`src/rtl/i2cq_pkg.sv`:
```
`timescale 1ns/1ps
package i2cq_pkg;
  localparam int BYTE_W  = 8;
  localparam int STRAP_W = 3;
  localparam int PFX_W   = 7 - STRAP_W;
  localparam logic [PFX_W-1:0] PFX_BASE = 4'b0100;
  localparam logic [PFX_W-1:0] PFX_ALT  = 4'b0111;

  typedef enum logic [3:0] {
    ST_IDLE, ST_ADDR, ST_ADDR_END, ST_A_ACK,
    ST_RX, ST_RX_END, ST_W_ACK, ST_TX, ST_TX_ACK
  } tgt_state_t;
endpackage

```
`src/rtl/i2cq_sync.sv`:
```
`timescale 1ns/1ps
module i2cq_sync #(
  parameter int         W       = 1,
  parameter int         STAGES  = 2,
  parameter logic [W-1:0] RST_VAL = '0
) (
  input  logic         clk,
  input  logic         rst,
  input  logic [W-1:0] d,
  output logic [W-1:0] q
);
  logic [W-1:0] chain [STAGES];

  generate
    for (genvar s = 0; s < STAGES; s++) begin : g_stage
      if (s == 0) begin : g_first
        always_ff @(posedge clk) begin
          if (rst) chain[0] <= RST_VAL;
          else     chain[0] <= d;
        end
      end else begin : g_next
        always_ff @(posedge clk) begin
          if (rst) chain[s] <= RST_VAL;
          else     chain[s] <= chain[s-1];
        end
      end
    end
  endgenerate

  assign q = chain[STAGES-1];
endmodule

```
`src/rtl/i2cq_target.sv`:
```
`timescale 1ns/1ps
module i2cq_target
  import i2cq_pkg::*;
#(
  parameter logic [PFX_W-1:0] ADDR_PREFIX = PFX_BASE
) (
  input  logic               clk,
  input  logic               rst,
  input  logic               scl_s,
  input  logic               sda_s,
  input  logic [STRAP_W-1:0] strap,
  input  logic [BYTE_W-1:0]  rd_byte,
  output logic               sda_oe,
  output logic               wr_stb,
  output logic [BYTE_W-1:0]  wr_byte,
  output logic               rd_cap
);
  localparam int CNT_W = $clog2(BYTE_W);

  tgt_state_t        state;
  logic [CNT_W-1:0]  cnt;
  logic [BYTE_W-1:0] shreg;
  logic [BYTE_W-1:0] txbyte;
  logic              rw_q, ack_ok, scl_q, sda_q;
  logic              scl_rise, scl_fall, start_c, stop_c, addr_hit;

  always_comb begin
    scl_rise = scl_s & ~scl_q;
    scl_fall = ~scl_s & scl_q;
    start_c  = scl_q & scl_s & sda_q & ~sda_s;
    stop_c   = scl_q & scl_s & ~sda_q & sda_s;
    addr_hit = (shreg[BYTE_W-1:1] == {ADDR_PREFIX, strap});
    wr_stb   = scl_rise && (state == ST_W_ACK);
    wr_byte  = shreg;
    rd_cap   = scl_fall && (((state == ST_ADDR_END) && addr_hit && shreg[0]) ||
                            ((state == ST_TX_ACK) && ack_ok));
  end

  always_ff @(posedge clk) begin
    if (rst) begin
      state  <= ST_IDLE;
      cnt    <= '0;
      shreg  <= '0;
      txbyte <= '1;
      sda_oe <= 1'b0;
      rw_q   <= 1'b0;
      ack_ok <= 1'b0;
      scl_q  <= 1'b1;
      sda_q  <= 1'b1;
    end else begin
      scl_q <= scl_s;
      sda_q <= sda_s;
      if (start_c) begin
        state  <= ST_ADDR;
        cnt    <= '0;
        sda_oe <= 1'b0;
      end else if (stop_c) begin
        state  <= ST_IDLE;
        sda_oe <= 1'b0;
      end else begin
        case (state)
          ST_ADDR, ST_RX: if (scl_rise) begin
            shreg <= {shreg[BYTE_W-2:0], sda_s};
            cnt   <= cnt + 1'b1;
            if (cnt == CNT_W'(BYTE_W-1))
              state <= (state == ST_ADDR) ? ST_ADDR_END : ST_RX_END;
          end
          ST_ADDR_END: if (scl_fall) begin
            if (addr_hit) begin
              sda_oe <= 1'b1;
              rw_q   <= shreg[0];
              state  <= ST_A_ACK;
              if (shreg[0]) txbyte <= rd_byte;
            end else begin
              state <= ST_IDLE;
            end
          end
          ST_A_ACK: if (scl_fall) begin
            cnt <= '0;
            if (rw_q) begin
              sda_oe <= ~txbyte[BYTE_W-1];
              state  <= ST_TX;
            end else begin
              sda_oe <= 1'b0;
              state  <= ST_RX;
            end
          end
          ST_RX_END: if (scl_fall) begin
            sda_oe <= 1'b1;
            state  <= ST_W_ACK;
          end
          ST_W_ACK: if (scl_fall) begin
            sda_oe <= 1'b0;
            cnt    <= '0;
            state  <= ST_RX;
          end
          ST_TX: if (scl_fall) begin
            cnt <= cnt + 1'b1;
            if (cnt == CNT_W'(BYTE_W-1)) begin
              sda_oe <= 1'b0;
              state  <= ST_TX_ACK;
            end else begin
              txbyte <= {txbyte[BYTE_W-2:0], 1'b1};
              sda_oe <= ~txbyte[BYTE_W-2];
            end
          end
          ST_TX_ACK: begin
            if (scl_rise) ack_ok <= ~sda_s;
            if (scl_fall) begin
              cnt <= '0;
              if (ack_ok) begin
                txbyte <= rd_byte;
                sda_oe <= ~rd_byte[BYTE_W-1];
                state  <= ST_TX;
              end else begin
                state <= ST_IDLE;
              end
            end
          end
          default: state <= ST_IDLE;
        endcase
      end
    end
  end

  AST_OE_SCL_LOW: assert property (@(posedge clk) disable iff (rst)
    !$stable(sda_oe) |-> !$past(scl_s));
  AST_IDLE_QUIET: assert property (@(posedge clk) disable iff (rst)
    (state == ST_IDLE) |-> !sda_oe);
endmodule

```
`src/rtl/i2cq_change.sv`:
```
`timescale 1ns/1ps
module i2cq_change #(
  parameter int W = 8
) (
  input  logic         clk,
  input  logic         rst,
  input  logic [W-1:0] pin_s,
  input  logic         rd_cap,
  output logic         irq_n
);
  logic [W-1:0] ref_q;

  always_ff @(posedge clk) begin
    if (rst) begin
      ref_q <= '1;
      irq_n <= 1'b1;
    end else if (rd_cap) begin
      ref_q <= pin_s;
      irq_n <= 1'b1;
    end else begin
      irq_n <= (pin_s == ref_q);
    end
  end

  AST_IRQ_RELEASE: assert property (@(posedge clk) disable iff (rst)
    rd_cap |=> irq_n);
  AST_IRQ_ON_DIFF: assert property (@(posedge clk) disable iff (rst)
    (!rd_cap && (pin_s != ref_q)) |=> !irq_n);
endmodule

```
`src/rtl/qio_expander.sv`:
```
`timescale 1ns/1ps
module qio_expander
  import i2cq_pkg::*;
#(
  parameter bit ALT_VARIANT = 1'b0,
  parameter int SYNC_STAGES = 2
) (
  input  logic               clk,
  input  logic               rst,
  input  logic               scl_i,
  input  logic               sda_i,
  output logic               sda_oe,
  input  logic [STRAP_W-1:0] strap,
  input  logic [BYTE_W-1:0]  pin_i,
  output logic [BYTE_W-1:0]  drive_low,
  output logic [BYTE_W-1:0]  pullup_en,
  output logic               irq_n
);
  localparam logic [PFX_W-1:0] PREFIX = ALT_VARIANT ? PFX_ALT : PFX_BASE;

  logic [1:0]        bus_s;
  logic [BYTE_W-1:0] pin_s;
  logic [BYTE_W-1:0] latch_q;
  logic [BYTE_W-1:0] wr_byte;
  logic              wr_stb, rd_cap;

  i2cq_sync #(.W(2), .STAGES(SYNC_STAGES), .RST_VAL(2'b11)) u_bus_sync (
    .clk(clk), .rst(rst), .d({scl_i, sda_i}), .q(bus_s));

  i2cq_sync #(.W(BYTE_W), .STAGES(SYNC_STAGES), .RST_VAL('1)) u_pin_sync (
    .clk(clk), .rst(rst), .d(pin_i), .q(pin_s));

  i2cq_target #(.ADDR_PREFIX(PREFIX)) u_target (
    .clk(clk), .rst(rst), .scl_s(bus_s[1]), .sda_s(bus_s[0]),
    .strap(strap), .rd_byte(pin_s), .sda_oe(sda_oe),
    .wr_stb(wr_stb), .wr_byte(wr_byte), .rd_cap(rd_cap));

  i2cq_change #(.W(BYTE_W)) u_change (
    .clk(clk), .rst(rst), .pin_s(pin_s), .rd_cap(rd_cap), .irq_n(irq_n));

  always_ff @(posedge clk) begin
    if (rst)         latch_q <= '1;
    else if (wr_stb) latch_q <= wr_byte;
  end

  generate
    for (genvar g = 0; g < BYTE_W; g++) begin : g_pad
      logic dl_q, pu_q;
      always_ff @(posedge clk) begin
        if (rst) begin
          dl_q <= 1'b0;
          pu_q <= 1'b1;
        end else begin
          dl_q <= ~latch_q[g];
          pu_q <= latch_q[g];
        end
      end
      assign drive_low[g] = dl_q;
      assign pullup_en[g] = pu_q;
    end
  endgenerate

  AST_LATCH_HOLD: assert property (@(posedge clk) disable iff (rst)
    !wr_stb |=> $stable(latch_q));
  AST_LATCH_LOAD: assert property (@(posedge clk) disable iff (rst)
    wr_stb |=> (latch_q == $past(wr_byte)));
  AST_PAD_FOLLOW: assert property (@(posedge clk) disable iff (rst)
    $past(!rst) |-> (drive_low == ~$past(latch_q)));
endmodule

```
`config.mk`:
```
export PLATFORM = sky130hd
export DESIGN_NAME = qio_expander
export DESIGN_NICKNAME = d
export VERILOG_FILES = /design/src/rtl/i2cq_pkg.sv /design/src/rtl/i2cq_sync.sv /design/src/rtl/i2cq_target.sv /design/src/rtl/i2cq_change.sv /design/src/rtl/qio_expander.sv
export SDC_FILE = /design/constraint.sdc
export NUM_CORES = 1
export LEC_CHECK = 0
export CELL_PAD_IN_SITES_DETAIL_PLACEMENT = 1
export CELL_PAD_IN_SITES_GLOBAL_PLACEMENT = 1
export CORE_ASPECT_RATIO = 1.5
export CORE_MARGIN = 10
export CORE_UTILIZATION = 46
export CTS_BUF_LIST = sky130_fd_sc_hd__clkbuf_8 sky130_fd_sc_hd__clkbuf_16
export DETAILED_ROUTE_END_ITERATION = 6
export PLACE_DENSITY = 0.82
export REMOVE_ABC_BUFFERS = 1
export SKIP_LAST_GASP = 1
export SYNTH_ARGS = -nofsm -noshare
export SYNTH_HDL_FRONTEND = slang
export SYNTH_SLANG_ARGS = --single-unit
```
`constraint.sdc`:
```
create_clock -name clk -period 4.89 [get_ports clk]
set_clock_uncertainty 0.05 [all_clocks]
set_input_delay 0.7335 -clock clk [delete_from_list [all_inputs] [get_ports clk]]
set_output_delay 0.7335 -clock clk [all_outputs]
set_load 0.01 [all_outputs]
```
==> summary.md <==
| Metric | Value |
|---|---|
| Status | completed |
| Post-CTS Setup Bufs | 0 |
| EDFF count, synth | 0 |
| Dpl hpwl | 4910 um |
| CTS Hold Bufs | 0 |
| DR vias | 2457 |
| Diodes inserted | 0 |
| CP Launch Type | flip-flop |
| Pwr Density | 327 mW/mm^2 |
| Multi-input logic area | 0.00141 mm^2 |
| Hold Vio Cnt, Final | 0 |
| DIE WIDTH | 89.4 um |
| Sequence of cells on the critical path | xor2_1 > o21ai_0 > o32ai_2 > a2111oi_0 > a211oi_1 |
| Core Footprint | 0.00694 mm^2 |
| GRT Util Overall | 13.7% |
| Hold_sp | u_pin_sync.chain[0][0]$_SDFF_PP1_ |
| Reg-to-Reg End | u_target.state[1]$_SDFFE_PP0P_ |
| GRT Residual Overflow | 0 |
| Total CTS buffers | 9 |
| Yosys cell types | 47 |
| Cell family with most CP delay | compound AO/OA/AOI/OAI gates |
| CTS tree | yes |
| Post-synthesis area per instance | 8.96 um^2 |
| Slowest cell delay on critical path | 0.80 ns |
| Per-cell routed wire length | 15.3 um |
| Clk buf depth | 2 |
| First-pass GRT wire length | 11900 um |
| Final WL | 7040 um |
| CTS H-tree depth | 3 |
| Number of port buffers | 32 |
| Max cap viols | 0 |
| Post-synth ARST share | 0% |
| Largest area contributor in the synthesized netlist | dfxtp_1 |
| Post-route ant nets | 0 |
| Prevailing post-synth register cell | dfxtp_1 |
| RSZ-0062 raised after global routing | false |
| Reg2Reg Depth | 5 |
| Initial antenna violation count | 0 |
| Final hold slack | 0.361 ns |
| VDD IR-drop max | 0.000247 V |
| Placer Congestion | 0.803 |
| Die Y | 124 um |
| Setup violators final | 0 |
| Cell Area, Synth | 0.00333 mm^2 |
| Area Growth Syn to Fin | 11.9% |
| Root Driver | clkbuf_8 |
| Max-slew violations | 0 |
| Final TNS setup | 0 ns |
| Final #Nets | 397 |
| Post-synth top cells | 81 x dfxtp_1, 50 x nor2_1, 27 x or2_2 |
| CP required | 5.11 ns |
| Post-Syn Instances | 371 |
| F_max | 402 MHz |
| Arrival time at the worst endpoint | 2.71 ns |
| Io pins | 33 |
| Top post-synthesis cells by area | dfxtp_1 49%, nor2_1 5.6%, or2_2 5.1%, a211o_1 4.2%, a21oi_1 3.9% |
| Reg clk slew, reported paths | 0.08 ns |
| R2R setup slack | 2.40 ns |
| Hold path cells | 1 |
| Slew Limit Headroom | 42.4% |
| Worst setup EP type | flip-flop |
| Hold Path End | u_pin_sync.chain[1][0]$_SDFF_PP1_ |
| Period Utilization, post-route | 50.9% |
| CP Max Fanout | 18 |
| Clk_lat worst skew | 0.35 ns |
| Fin util | 53.6% |
| Clock Sinks | 81 |
| Pleak | 1.40 nW |
| Synth top area share | 48.8% |
| Vias per cell | 5.33 |
| Remaining routing DRC violations | 0 |
| Warnings, synthesis | 0 |
| FF+latch area | 0.00162 mm^2 |
| Initial DRC count | 91 |
| Seq/Total Area, Yosys | 48.8% |
| Worst-Margin Slew | 0.842 ns |
| Starting Density | 47.9% |
| Layout cells sized above 1 | 12.8% |
| RR Startpoint | u_target.state[0]$_SDFFE_PP0P_ |
| Filler cell count | 816 |
| TritonRoute pass-1 iters | 4 |
| Vias in the first global route | 2555 |
| Flops & latches, synth | 81 |
| Kind of critical path | flip-flop to flip-flop |
| Site Rows | 37 |
| Most frequent cell after synthesis | dfxtp_1 |
| Post-CTS Resized | 0 |
| Largest net degree at the start of global routing | 42 |
| Worst Path Buf+Inv | 0 |
| Fin crit period | 2.49 ns |
| Critical path's slowest cell | dfxtp_1 |
| Final Power | 1.22 mW |
| Die area | 0.0111 mm^2 |
| HP Class | flip-flop to flip-flop |
==> placed cells by master, fill, tap and decap left out, types with 2 or more instances in the layout <==
master,synthesis,layout
dfxtp_1,81,81
nor2_1,50,50
clkdlybuf4s50_1,0,31
or2_2,27,27
a21oi_1,26,26
nand2_1,26,26
inv_1,22,23
a211o_1,16,16
xor2_1,12,12
nor3_1,10,10
clkbuf_8,0,10
o21ai_0,8,8
mux2i_1,6,6
nand3_1,5,5
a31oi_1,4,4
nor4_1,4,4
nor2b_1,3,3
a2bb2oi_1,3,3
nand2b_1,2,2
xnor2_1,2,2
and3_1,2,2
nor3b_1,2,2
a2111oi_0,2,2
o22ai_1,2,2
ha_1,2,2
==> worst max-delay path by stage <==
stage / startpoint / slack (ns) / cells past startpoint / end
final: u_target.state[0]$_SDFFE_PP0P_ / 2.40 / 5 / u_target.state[1]$_SDFFE_PP0P_
after CTS: u_target.state[0]$_SDFFE_PP0P_ / 2.46 / 5 / u_target.state[1]$_SDFFE_PP0P_
after global routing: u_target.state[0]$_SDFFE_PP0P_ / 2.25 / 5 / u_target.state[1]$_SDFFE_PP0P_
after floorplan: strap[0] / 2.88 / 5 / u_target.txbyte[1]$_SDFFE_PP1P_
after detailed placement: strap[0] / 2.23 / 7 / u_change.ref_q[5]$_SDFFE_PP1P_
after global placement: strap[0] / 2.27 / 6 / u_target.txbyte[2]$_SDFFE_PP1P_
==> layout make-up <==
cell class	count	share of cell area, %
clock buffers	10	3.70
inverters	22	2.22
clock inverters	4	1.24
well taps	78	2.62
repair buffers	33	8.68
flip-flops and latches	81	43.6
multi-input cells	233	38.0
==> flip-flops by register name, summed over array words and instances, names as in the netlist <==
register / cells
u_pin_sync.chain: 16
u_target.sda_q: 1
u_target.wr_byte: 8
u_target.txbyte: 8
u_target.cnt: 3
u_change.irq_n: 1
u_target.scl_q: 1
u_target.rw_q: 1
g_pad.dl_q: 8
u_change.ref_q: 8
u_target.state: 4
g_pad.pu_q: 8
u_bus_sync.chain: 4
u_target.ack_ok: 1
u_target.sda_oe: 1
latch_q: 8
==> per-layer routing <==
layer	share of wire (%)	global-route usage [%]
met3	2.9	3.79
met1	42	14.6
met5	0	0
met2	52	24.1
met4	2.8	6.99
==> kinds of logic after synthesis <==
kind of cell               Yosys count  share of synthesized area [%]
and+or+nand+nor                    138                           21.0
buffers and inverters               57                           8.77
AOI/OAI and AO/OA                   73                           15.2
adders and majority gates            2                          0.752
DFF                                 81                           48.8
muxes                                6                           1.81
xor gates and xnor gates            14                           3.69
==> report_power, final <==
group / leakage, nW / internal (mW) / total [mW] / switching [mW]
registers: 0.659 / 0.669 / 0.680 / 0.0103
clock network: 0.0954 / 0.241 / 0.464 / 0.223
logic: 0.646 / 0.0348 / 0.0736 / 0.0387
total: 1.40 / 0.945 / 1.22 / 0.272
==> metrics by stage <==
| step | setup WS [ns] | cell area (um^2) | std cells |
|---|---|---|---|
| 3_3_place_gp | 2.27 | 3540 | 447 |
| 5_1_grt | 2.25 | 3720 | 461 |
| 2_1_floorplan | 2.88 | 3120 | 336 |
| 4_1_cts | 2.46 | 3720 | 461 |
| 6_report | 2.40 | 3720 | 461 |
| 3_5_place_dp | 2.23 | 3540 | 447 |
Power figures use the tool's default switching activity.
